==> src/rtl/shop_pkg.sv <==
package shop_pkg;

  localparam int SHOP_W  = 32;
  localparam int SHOP_AW = $clog2(SHOP_W) + 1;

  typedef enum logic [1:0] {
    SHK_LSL = 2'b00,
    SHK_LSR = 2'b01,
    SHK_ASR = 2'b10,
    SHK_ROR = 2'b11
  } shift_kind_e;

  // Control word handed from the amount decoder to the shift network.
  typedef struct packed {
    shift_kind_e              kind;
    logic [SHOP_AW-1:0]       amt;       // 0..SHOP_W
    logic                     kill;      // result 0, carry 0
    logic                     rrx;       // one-place rotate through carry
    logic                     msb_carry; // rotate carry from result MSB
    logic                     use_const; // operand is the 8-bit constant
  } shift_ctl_t;

endpackage

==> src/rtl/shop_amt_decode.sv <==
module shop_amt_decode
  import shop_pkg::*;
#(
  parameter int W  = SHOP_W,
  parameter int AW = SHOP_AW
) (
  input  logic        imm_mode,
  input  logic [11:0] field,
  input  logic [7:0]  rs_amt,
  output shift_ctl_t  ctl
);

  localparam logic [AW-1:0] FULL = AW'(W);
  localparam logic [7:0]    FULL8 = 8'(W);

  logic [4:0] cnt5;
  assign cnt5 = field[11:7];

  always_comb begin
    ctl           = '0;
    ctl.kind      = shift_kind_e'(field[6:5]);
    if (imm_mode) begin
      ctl.kind      = SHK_ROR;
      ctl.amt       = AW'({field[11:8], 1'b0});
      ctl.msb_carry = (field[11:8] != 4'd0);
      ctl.use_const = 1'b1;
    end else if (field[4]) begin
      if (rs_amt != 8'd0) begin
        unique case (ctl.kind)
          SHK_LSL, SHK_LSR: begin
            if (rs_amt > FULL8) ctl.kill = 1'b1;
            else                ctl.amt  = rs_amt[AW-1:0];
          end
          SHK_ASR: ctl.amt = (rs_amt >= FULL8) ? FULL : rs_amt[AW-1:0];
          default: begin
            ctl.amt       = AW'(rs_amt[AW-2:0]);
            ctl.msb_carry = 1'b1;
          end
        endcase
      end
    end else begin
      unique case (ctl.kind)
        SHK_LSL:          ctl.amt = AW'(cnt5);
        SHK_LSR, SHK_ASR: ctl.amt = (cnt5 == 5'd0) ? FULL : AW'(cnt5);
        default: begin
          if (cnt5 == 5'd0) begin
            ctl.rrx = 1'b1;
          end else begin
            ctl.amt       = AW'(cnt5);
            ctl.msb_carry = 1'b1;
          end
        end
      endcase
    end
  end

endmodule

==> src/rtl/shop_barrel.sv <==
module shop_barrel
  import shop_pkg::*;
#(
  parameter int W  = SHOP_W,
  parameter int AW = SHOP_AW
) (
  input  logic [W-1:0]  val,
  input  logic          cin,
  input  shift_kind_e   kind,
  input  logic [AW-1:0] amt,
  input  logic          msb_carry,
  output logic [W-1:0]  res,
  output logic          cout
);

  localparam int RSTG = AW - 1;  // rotate stages: amounts 0..W-1

  logic [W:0]   lx [AW+1];
  logic [W:0]   rx [AW+1];
  logic [W-1:0] rt [RSTG+1];
  logic         fill;

  assign fill  = (kind == SHK_ASR) ? val[W-1] : 1'b0;
  assign lx[0] = {cin, val};
  assign rx[0] = {val, cin};
  assign rt[0] = val;

  // Left and right networks carry one extra bit that ends up as carry.
  for (genvar s = 0; s < AW; s++) begin : g_shift
    localparam int SH = 2 ** s;
    logic [W:0] fmask;
    assign fmask     = fill ? ~({(W+1){1'b1}} >> SH) : '0;
    assign lx[s+1]   = amt[s] ? (lx[s] << SH) : lx[s];
    assign rx[s+1]   = amt[s] ? ((rx[s] >> SH) | fmask) : rx[s];
  end

  for (genvar s = 0; s < RSTG; s++) begin : g_rot
    localparam int SH = 2 ** s;
    assign rt[s+1] = amt[s] ? {rt[s][SH-1:0], rt[s][W-1:SH]} : rt[s];
  end

  always_comb begin
    unique case (kind)
      SHK_LSL: begin
        res  = lx[AW][W-1:0];
        cout = lx[AW][W];
      end
      SHK_LSR, SHK_ASR: begin
        res  = rx[AW][W:1];
        cout = rx[AW][0];
      end
      default: begin
        res  = rt[RSTG];
        cout = msb_carry ? rt[RSTG][W-1] : cin;
      end
    endcase
  end

endmodule

==> src/rtl/shop_operand_unit.sv <==
module shop_operand_unit
  import shop_pkg::*;
#(
  parameter int DATA_W = SHOP_W
) (
  input  logic              clk,
  input  logic              rst_n,
  input  logic              en,
  input  logic              imm_mode,
  input  logic [11:0]       field,
  input  logic [DATA_W-1:0] rm_val,
  input  logic [DATA_W-1:0] rs_val,
  input  logic              c_in,
  output logic [DATA_W-1:0] op_out,
  output logic              c_out
);

  localparam int AW = $clog2(DATA_W) + 1;

  shift_ctl_t        ctl;
  logic [DATA_W-1:0] src;
  logic [DATA_W-1:0] core_res;
  logic              core_c;
  logic [DATA_W-1:0] op_nxt;
  logic              c_nxt;
  logic [DATA_W-1:0] op_q;
  logic              c_q;

  shop_amt_decode #(.W(DATA_W), .AW(AW)) u_dec (
    .imm_mode (imm_mode),
    .field    (field),
    .rs_amt   (rs_val[7:0]),
    .ctl      (ctl)
  );

  assign src = ctl.use_const ? DATA_W'(field[7:0]) : rm_val;

  shop_barrel #(.W(DATA_W), .AW(AW)) u_bar (
    .val       (src),
    .cin       (c_in),
    .kind      (ctl.kind),
    .amt       (ctl.amt),
    .msb_carry (ctl.msb_carry),
    .res       (core_res),
    .cout      (core_c)
  );

  // Next-state selection
  always_comb begin
    if (ctl.kill) begin
      op_nxt = '0;
      c_nxt  = 1'b0;
    end else if (ctl.rrx) begin
      op_nxt = {c_in, rm_val[DATA_W-1:1]};
      c_nxt  = rm_val[0];
    end else begin
      op_nxt = core_res;
      c_nxt  = core_c;
    end
  end

  // Output register with written-out clock enable
  always_ff @(posedge clk or negedge rst_n) begin
    if (!rst_n) begin
      op_q <= '0;
      c_q  <= 1'b0;
    end else if (en) begin
      op_q <= op_nxt;
      c_q  <= c_nxt;
    end
  end

  assign op_out = op_q;
  assign c_out  = c_q;

  AST_IMM_POPCOUNT: assert property (@(posedge clk) disable iff (!rst_n)
    (en && imm_mode) |=> ($countones(op_out) == $past($countones(field[7:0]))));

  AST_IMM_ROT_ZERO: assert property (@(posedge clk) disable iff (!rst_n)
    (en && imm_mode && field[11:8] == 4'd0) |=>
      (op_out == DATA_W'($past(field[7:0])) && c_out == $past(c_in)));

  AST_REG_ZERO_PASS: assert property (@(posedge clk) disable iff (!rst_n)
    (en && !imm_mode && field[4] && rs_val[7:0] == 8'd0) |=>
      (op_out == $past(rm_val) && c_out == $past(c_in)));

  AST_REG_LOGIC_BIG: assert property (@(posedge clk) disable iff (!rst_n)
    (en && !imm_mode && field[4] && !field[6] && rs_val[7:0] > 8'd32) |=>
      (op_out == '0 && !c_out));

  AST_REG_ASR_SAT: assert property (@(posedge clk) disable iff (!rst_n)
    (en && !imm_mode && field[4] && field[6:5] == 2'b10 && rs_val[7:0] >= 8'd32) |=>
      (op_out == {DATA_W{$past(rm_val[DATA_W-1])}} && c_out == $past(rm_val[DATA_W-1])));

  AST_HOLD_NO_EN: assert property (@(posedge clk) disable iff (!rst_n)
    !en |=> ($stable(op_out) && $stable(c_out)));

endmodule

==> config.mk <==
export PLATFORM = sky130hd
export DESIGN_NAME = shop_operand_unit
export DESIGN_NICKNAME = d
export VERILOG_FILES = /design/src/rtl/shop_pkg.sv /design/src/rtl/shop_amt_decode.sv /design/src/rtl/shop_barrel.sv /design/src/rtl/shop_operand_unit.sv
export SDC_FILE = /design/constraint.sdc
export NUM_CORES = 1
export LEC_CHECK = 0
export BUFFER_PORTS_ARGS = -buffer_cell sky130_fd_sc_hd__buf_2
export CAP_MARGIN = 20
export CORE_UTILIZATION = 45
export CTS_BUF_LIST = sky130_fd_sc_hd__clkbuf_4
export DETAILED_ROUTE_END_ITERATION = 10
export PLACE_DENSITY_LB_ADDON = 0.25
export SKIP_LAST_GASP = 1
export SLEW_MARGIN = 20
export SYNTH_ARGS = -nofsm -noshare
export SYNTH_HDL_FRONTEND = slang
export SYNTH_SLANG_ARGS = --single-unit
==> constraint.sdc <==
create_clock -name clk -period 1.6 [get_ports clk]
set_input_delay 0.08 -clock clk [delete_from_list [all_inputs] [get_ports clk]]
set_output_delay 0.08 -clock clk [all_outputs]
set_load 0.02 [all_outputs]
==> results of run 1 <==
==> metal layers <==
metal | global-route usage | overflow
met4 | 0.733 | 3
met5 | 0.372 | 0
met1 | 0.795 | 0
met3 | 0.604 | 0
met2 | 0.917 | 7
==> cell usage after synthesis (24+ instances only) <==
cell type  number  area share
a211oi_1       33       0.035
a21oi_1        88       0.061
a22oi_1        66       0.069
buf_2          33       0.023
clkbuf_1       46       0.024
dfrtp_1        33        0.12
mux2i_1        76        0.11
nand2_1        96       0.050
nand3_1        48       0.033
nor2_1         91       0.048
o211ai_1       24       0.025
o21ai_0        70       0.049
o22ai_1        41       0.036
==> kinds of logic after synthesis <==
| logic type | Yosys count |
|---|---|
| simple gates | 313 |
| flops | 33 |
| mux | 84 |
| fa+ha+maj | 7 |
| compound gates | 499 |
| buf+inv | 109 |
==> repair_timing <==
action,CTS
setup buffers,47
hold buffers,2
gates resized for setup,275
endpoints found under the hold margin,35
setup endpoints to repair,33
pin swaps,102
gates cloned,4
==> metrics by stage <==
| step | area [um2] | setup WS (ns) | instances |
|---|---|---|---|
| after floorplan | 7590 | -1.15 | 1045 |
| after global placement | 11500 | -1.81 | 1722 |
| after detailed placement | 11500 | -1.81 | 1722 |
| after CTS | 13200 | -1.11 | 1780 |
==> flow_summary.yaml, run 1 <==
synth:
  ys_types: 75
  synthMuxAreaShare: 0.119
  synth_edf_count: 0
  yosys.area_share.simple: 0.200
  syn_avg_cell_area_um2: 6.87
  synth_top_family_by_area: "compound AO/OA/AOI/OAI gates"
  synthXorXnorAreaFrac: 0
  ys_seq_area_frac: 0.115
  ys_ff_latch: 33
  yosysWarningCount: 0
  yosys.area_share.adder: 0.0122
  syn-cell-area_um2: 7170
  synth_compound_area_frac: 0.484
  synth_top_flop_cell: "dfrtp_1"
  syn_nets: 1133
  synthCells: 1045
  ys_async_sr_fraction: 1.00
outcome:
  status: "aborted with a tool error"
  error: "[ERROR GRT-0116] Global routing finished with congestion. Check the congestion regions in the DRC Viewer."
  stop_stage: "global routing (5_1_grt)"
clock_network:
  cts_made_buffers: 5
  root_buffer: "clkbuf_4"
  cts.sinks: 33
  cts_max_path_buffers: 2
  cts.htree.levels: 2
die:
  die_x_um: 128
  fp.dieH_um: 128
  start_util: 0.467
  rows: 45
  io_pins: 114
global_route:
  grt_overflow_total: 10
  grt_max_degree: 34
  first_global_vias: 14556
  grt_pass1_wl_um: 92000
  grt_usage: 0.768
placement:
  hpwlAfterDp_um: 39300
  port_buffers: 89
  gp_congestion: 1.19
==> run 2: changes to the inputs <==
--- a/config.mk
+++ b/config.mk
@@ -7,10 +7,9 @@
 export LEC_CHECK = 0
 export BUFFER_PORTS_ARGS = -buffer_cell sky130_fd_sc_hd__buf_2
 export CAP_MARGIN = 20
-export CORE_UTILIZATION = 45
-export CTS_BUF_LIST = sky130_fd_sc_hd__clkbuf_4
+export CORE_UTILIZATION = 30
 export DETAILED_ROUTE_END_ITERATION = 10
-export PLACE_DENSITY_LB_ADDON = 0.25
+export PLACE_DENSITY_LB_ADDON = 0.15
 export SKIP_LAST_GASP = 1
 export SLEW_MARGIN = 20
 export SYNTH_ARGS = -nofsm -noshare
==> run 2 against run 1 <==
Effect of this change: the flow now finishes, with violations (negative setup slack); area after synthesis unchanged; synthesized cell count unchanged.
==> flow_summary.yaml, run 2 <==
sta:
  setup-tns-final_ns: -39.75
  fmax_mhz: 341
  finalCritPeriodShare: 1.83
  fin_ws_ns: -1.33
  min_period_ns: 2.93
  finalClockSkew_ns: 0
  hold_viol_final: 0
  rsz0062_at_grt: "true"
  worstMarginPinSlew_ns: 0.736
  slew_headroom: 0.509
  final_max_slew_viol_count: 0
  setup_viol: 33
  hold_slack_ns: 0.138
placement:
  gp_congestion: 1.09
  dp_cells: 1870
  place_ws_ns: -1.90
  placed_area_um2: 11900
  port_buffers: 89
  hpwlAfterDp_um: 47300
clock_network:
  clk_latency_ns: 0.30
  cts_max_path_buffers: 2
  cts_tree: "built"
  cts_made_buffers: 5
  root_buffer: "clkbuf_16"
  cts.htree.levels: 2
  path_clk_slew_ns: 0.07
  cts.sinks: 33
global_route:
  grt_pass1_wl_um: 84600
  grt_max_degree: 34
  grt_overflow_total: 0
  antenna_found_initial: 0
  first_global_vias: 12385
  grt_usage: 0.483
synth:
  syn_nets: 1133
  ys_types: 75
  ys_async_sr_fraction: 1.00
  ys_ff_latch: 33
  syn-cell-area_um2: 7170
  synth_edf_count: 0
  synthMostInstantiatedCell: "nand2_1"
  synth_top_flop_cell: "dfrtp_1"
  synthTopCellsByArea: "dfrtp_1 12%, mux2i_1 11%, a22oi_1 6.9%"
  synthTopCellsByCount: "96 x nand2_1, 91 x nor2_1, 88 x a21oi_1, 76 x mux2i_1, 70 x o21ai_0"
  yosysTopAreaCell: "dfrtp_1"
  syn_avg_cell_area_um2: 6.87
  ys_seq_area_frac: 0.115
  yosysTopAreaCellShare: 0.115
  yosysWarningCount: 0
  synthCells: 1045
critical_path:
  cpLargestDelayFamily: "simple AND/OR/NAND/NOR gates"
  cpMostUsedCell: "buf_6"
  critPathMaxStageDelay_ns: 0.56
  worstPathArrival_ns: 3.12
  cp-start-kind: "primary input"
  critPathKind: "primary input to flip-flop"
  endpoint_kind: "flip-flop"
  crit_chain: "buf_8 > clkinvlp_4 > ha_4 > or4_4 > nand3_4 > buf_6 > o211ai_4 > buf_12 > nand2_4 > buf_6 > buf_6 > o32ai_2 > nor4_4 > nor2_1 > a221o_1 > a221o_1"
  required_ns: 1.78
  cp_slowest_cell: "or4_4"
  worst-path-max-fanout: 6
  critical_path_buf_inv_count: 6
route:
  vias: 12813
  drt_iter0_drc: 1864
  ant_nets: 0
  wl_um: 60100
  drtPass1Iterations: 6
  vias_per_cell: 6.57
  wl_per_cell_um: 30.8
  drc: 0
cells_and_area:
  area_delta_synth_final_pct: 107
  layout_common_cells: "498 x buf_4, 87 x buf_2, 85 x nand2_1"
  diodes: 0
  fin_cells: 1950
  largest_reg_flops: 32
  drive_gt1_frac: 0.606
  final_common_cell: "buf_4"
  final_area_um2: 14900
  nets: 1718
die:
  core-area_um2: 23500
  fp.dieH_um: 157
  start_util: 0.306
  io_pins: 114
  dieArea_um2: 24500
  rows: 56
  die_x_um: 157
outcome:
  violations: "negative setup slack"
  status: "complete, but fails checks"
pwr:
  leakagePower_nw: 6.21
  power_per_cell_area_nw_per_um2: 653
  vdd_drop_max_mv: 0.332
worst_hold_path:
  min_path_type: "primary input to flip-flop"
flow_run:
  maxCapViolCount: 0
## run 2: report_power, final
group	internal (W)	total (W)	switching (W)
Combinational	0.00337	0.00761	0.00424
Clock	0.000573	0.00101	0.000442
Sequential	0.000983	0.00109	0.000107
## run 2: worst paths after layout
path,from,to,slack [ns],cells past startpoint
hold / removal,en,op_out[23],0.14,3
min in group asynchronous,rst_n,op_out[10],0.38,3
setup / recovery,field[6],op_out[3],-1.33,16
max in group asynchronous,rst_n,op_out[0],0.85,3
hold reg to reg,op_out[0],op_out[0],0.52,1
setup reg to reg,op_out[27],op_out[27],0.18,5
## run 2: stage by stage
stage           util  power [W]
4_1_cts        0.582    0.00870
2_1_floorplan      -    0.00362
3_3_place_gp   0.508    0.00681
5_1_grt        0.634    0.00996
3_5_place_dp   0.508    0.00678
6_report       0.634    0.00971
## run 2: layout make-up
cell class | count | area (um2)
Clock buffer | 5 | 125
Clock inverter | 3 | 17.5
Fill cell | 2070 | 8600
Inverter | 16 | 80.1
Multi-Input combinational cell | 903 | 7970
Sequential cell | 33 | 826
Tap cell | 319 | 399
Timing Repair Buffer | 671 | 5450
## run 2: metal layers
layer  wire length (um)  part of all wire  vias to the layer above  global-route usage
met5                  0                 0                        -                   0
met4               5140             0.086                        0               0.335
met3               7780              0.13                      277               0.128
met2              24600              0.41                     1021               0.718
met1              22500              0.38                     6127               0.606
li1                   -                 -                     5388                   -
## run 2: kinds of logic (layout without fill, tap and decap cells)
logic type,count (synthesis),count (layout),share of synthesized area
DFF,33,33,0.115
AOI/OAI and AO/OA,499,499,0.484
adders and majority gates,7,7,0.0122
buffers and inverters,109,695,0.0701
and+or+nand+nor,313,313,0.200
muxes,84,84,0.119
## run 2: worst register-to-register path, stage by stage, from the launching register on
cell	delay (ns)
dfrtp_1	0.38
nor2b_1	0.19
a2111oi_4	0.32
o21ai_1	0.13
o32ai_2	0.23
a21oi_1	0.06
## run 2: what timing repair did
item / in CTS / in global routing
setup endpoints to repair: 33 / 33
pin swaps: 68 / 73
cloned: 4 / 1
buffers inserted: 37 / 36
endpoints found under the hold margin: 33 / 0
hold buffers: 1 / 0
resized for setup: 262 / 178
Power figures use the tool's default switching activity.
==> run 3: changes to the inputs <==
--- a/config.mk
+++ b/config.mk
@@ -5,7 +5,7 @@
 export SDC_FILE = /design/constraint.sdc
 export NUM_CORES = 1
 export LEC_CHECK = 0
-export BUFFER_PORTS_ARGS = -buffer_cell sky130_fd_sc_hd__buf_2
+export BUFFER_PORTS_ARGS = -buffer_cell sky130_fd_sc_hd__clkbuf_2
 export CAP_MARGIN = 20
 export CORE_UTILIZATION = 30
 export DETAILED_ROUTE_END_ITERATION = 10
==> run 3 against run 2 <==
Effect of this change: the flow still finishes with violations (negative setup slack); sequential share of layout area barely moved; clock power about the same; worst hold slack worse by 0.0027 ns; non-clock buffer count rose by 19; global-route usage up 0.61 points; register-to-register slack worse by 0.10 ns; worst setup slack got worse by 0.054 ns; largest cell class unchanged; highest routed layer unchanged.
==> flow_summary.yaml, run 3 (same netlist as run 2, synthesis figures left out) <==
outcome:
  status: "complete, but fails checks"
  violations: "negative setup slack"
pwr:
  swShare: 0.493
  p_sw_w: 0.00473
  p_int_w: 0.00486
  leakagePower_nw: 6.23
  power_per_cell_area_nw_per_um2: 649
  clock_power_share: 0.104
  p_comb_frac: 0.783
  vdd_drop_max_mv: 0.414
  pwr-share-seq: 0.113
route:
  vias: 12991
  drtPass1Iterations: 6
  wl_per_cell_um: 30.9
  wl_um: 60800
  vias_per_cell: 6.60
  ant_nets: 0
  drt_iter0_drc: 1506
  drc: 0
clock_network:
  path_clk_slew_ns: 0.06
  cts_made_buffers: 5
  clk_latency_ns: 0.28
  root_buffer: "clkbuf_16"
  cts_max_path_buffers: 2
  cts.htree.levels: 2
  cts.sinks: 33
  cts_tree: "built"
sta:
  final_max_slew_viol_count: 0
  slew_headroom: 0.416
  min_period_ns: 2.99
  setup_viol: 33
  fmax_mhz: 335
  fin_ws_ns: -1.39
  finalCritPeriodShare: 1.87
  rsz0062_at_grt: "true"
  finalClockSkew_ns: 0
  hold_viol_final: 0
  worstMarginPinSlew_ns: 0.873
  hold_slack_ns: 0.136
critical_path:
  critPathKind: "primary input to flip-flop"
  worstPathArrival_ns: 3.15
  startpoint: "field[6]"
  critPathMaxStageDelay_ns: 0.58
  crit_chain: "buf_8 > clkinvlp_4 > ha_4 > or4_4 > nand2_8 > a21oi_4 > buf_12 > buf_12 > mux2i_4 > buf_12 > buf_4 > a21oi_2 > a21oi_4 > nand2_1 > a31oi_2 > o311ai_2"
  crit_cells: 16
  r2r_cells: 5
  cp-start-kind: "primary input"
  critical_path_buf_inv_count: 6
  endpoint_kind: "flip-flop"
  required_ns: 1.76
  endpoint: "op_out[29]"
  cpLargestDelayFamily: "compound AO/OA/AOI/OAI gates"
  crit-reg2reg-launch: "op_out[27]"
  cpMostUsedCell: "buf_12"
  worst-path-max-fanout: 4
  cp_slowest_cell: "or4_4"
  r2r_setup_slack_ns: 0.08
  rr_endpoint: "op_out[27]"
die:
  fp.dieH_um: 157
  dieArea_um2: 24500
  core-area_um2: 23500
  rows: 56
  io_pins: 114
  die_x_um: 157
  start_util: 0.306
global_route:
  grt_pass1_wl_um: 85600
  antenna_found_initial: 1
  grt_overflow_total: 0
  grt_usage: 0.489
  grt_max_degree: 34
  first_global_vias: 12573
cells_and_area:
  fillers: 2104
  largest_reg_flops: 32
  fin_util: 0.630
  final_area_um2: 14800
  area_delta_synth_final_pct: 106
  layout_common_cells: "518 x buf_4, 87 x clkbuf_2, 81 x nand2_1"
  drive_gt1_frac: 0.613
  final_common_cell: "buf_4"
  diodes: 0
  nets: 1737
placement:
  placed_area_um2: 12100
  gp_congestion: 1.08
  hpwlAfterDp_um: 47500
  port_buffers: 89
worst_hold_path:
  min_path_type: "primary input to flip-flop"
flow_run:
  maxCapViolCount: 0
run 3: cell count changes in the layout (fill, tap and decap cells not counted), sizes merged:
cell,delta
clkinvlp,-1
clkbuf,+88
bufbuf,-1
buf,-67
run 3: final cells by class:
class | count | area (um2) | area share
Multi-Input combinational cell | 903 | 7840 | 0.530
Timing Repair Buffer | 690 | 5500 | 0.372
Sequential cell | 33 | 826 | 0.0559
Tap cell | 319 | 399 | 0.0270
Clock buffer | 6 | 129 | 0.00872
Inverter | 16 | 80.1 | 0.00542
Clock inverter | 2 | 10.0 | 0.000677
run 3: worst register-to-register path, cell delays in order (launching register included):
cell       delay, ns
dfrtp_1         0.37
nor2b_1         0.16
a2111oi_2       0.32
o21ai_1         0.13
o32ai_2         0.30
a21oi_1         0.10
run 3: per-stage QoR:
stage	setup WS (ns)	cells	setup TNS [ns]	total power [W]
floorplan	-1.15	1045	-32.20	0.00362
global placement	-2.02	1892	-59.38	0.00691
detailed placement	-1.95	1892	-59.15	0.00687
CTS	-1.34	1950	-39.70	0.00891
global route	-1.44	1969	-43.96	0.00983
finish	-1.39	1969	-41.91	0.00960
run 3: worst min-delay path by stage:
| stage | start | slack, ns | cells past startpoint | end |
|---|---|---|---|---|
| 2_1_floorplan | rst_n | -0.22 | 0 | c_out |
| 3_3_place_gp | rst_n | 0.14 | 2 | op_out[10] |
| 3_5_place_dp | rst_n | 0.15 | 2 | op_out[18] |
| 4_1_cts | en | 0.13 | 3 | op_out[7] |
| 5_1_grt | en | 0.15 | 3 | op_out[7] |
| 6_report | en | 0.14 | 3 | op_out[7] |
run 3: layer usage:
layer	up-vias	wire, um	share of wire	GRT usage
met5	-	0	0	0
li1	5412	-	-	-
met1	6240	22900	0.38	0.621
met4	0	5090	0.084	0.336
met3	306	7500	0.12	0.120
met2	1033	25300	0.42	0.727
run 3: power groups by stage:
stage                     logic [W]  registers [W]  clock network [W]
final                       0.00751        0.00109           0.000997
after global routing        0.00769        0.00110            0.00104
after CTS                   0.00683        0.00108           0.000994
after detailed placement    0.00577        0.00110                  0
after global placement      0.00581        0.00109                  0
after floorplan             0.00236        0.00126                  0
run 3: what timing repair did:
action	CTS	global route
endpoints found under the setup margin	33	33
gates resized for setup	315	109
hold buffers	1	0
buffers inserted	60	22
pin swaps	94	61
endpoints found under the hold margin	33	0
gates cloned	0	0
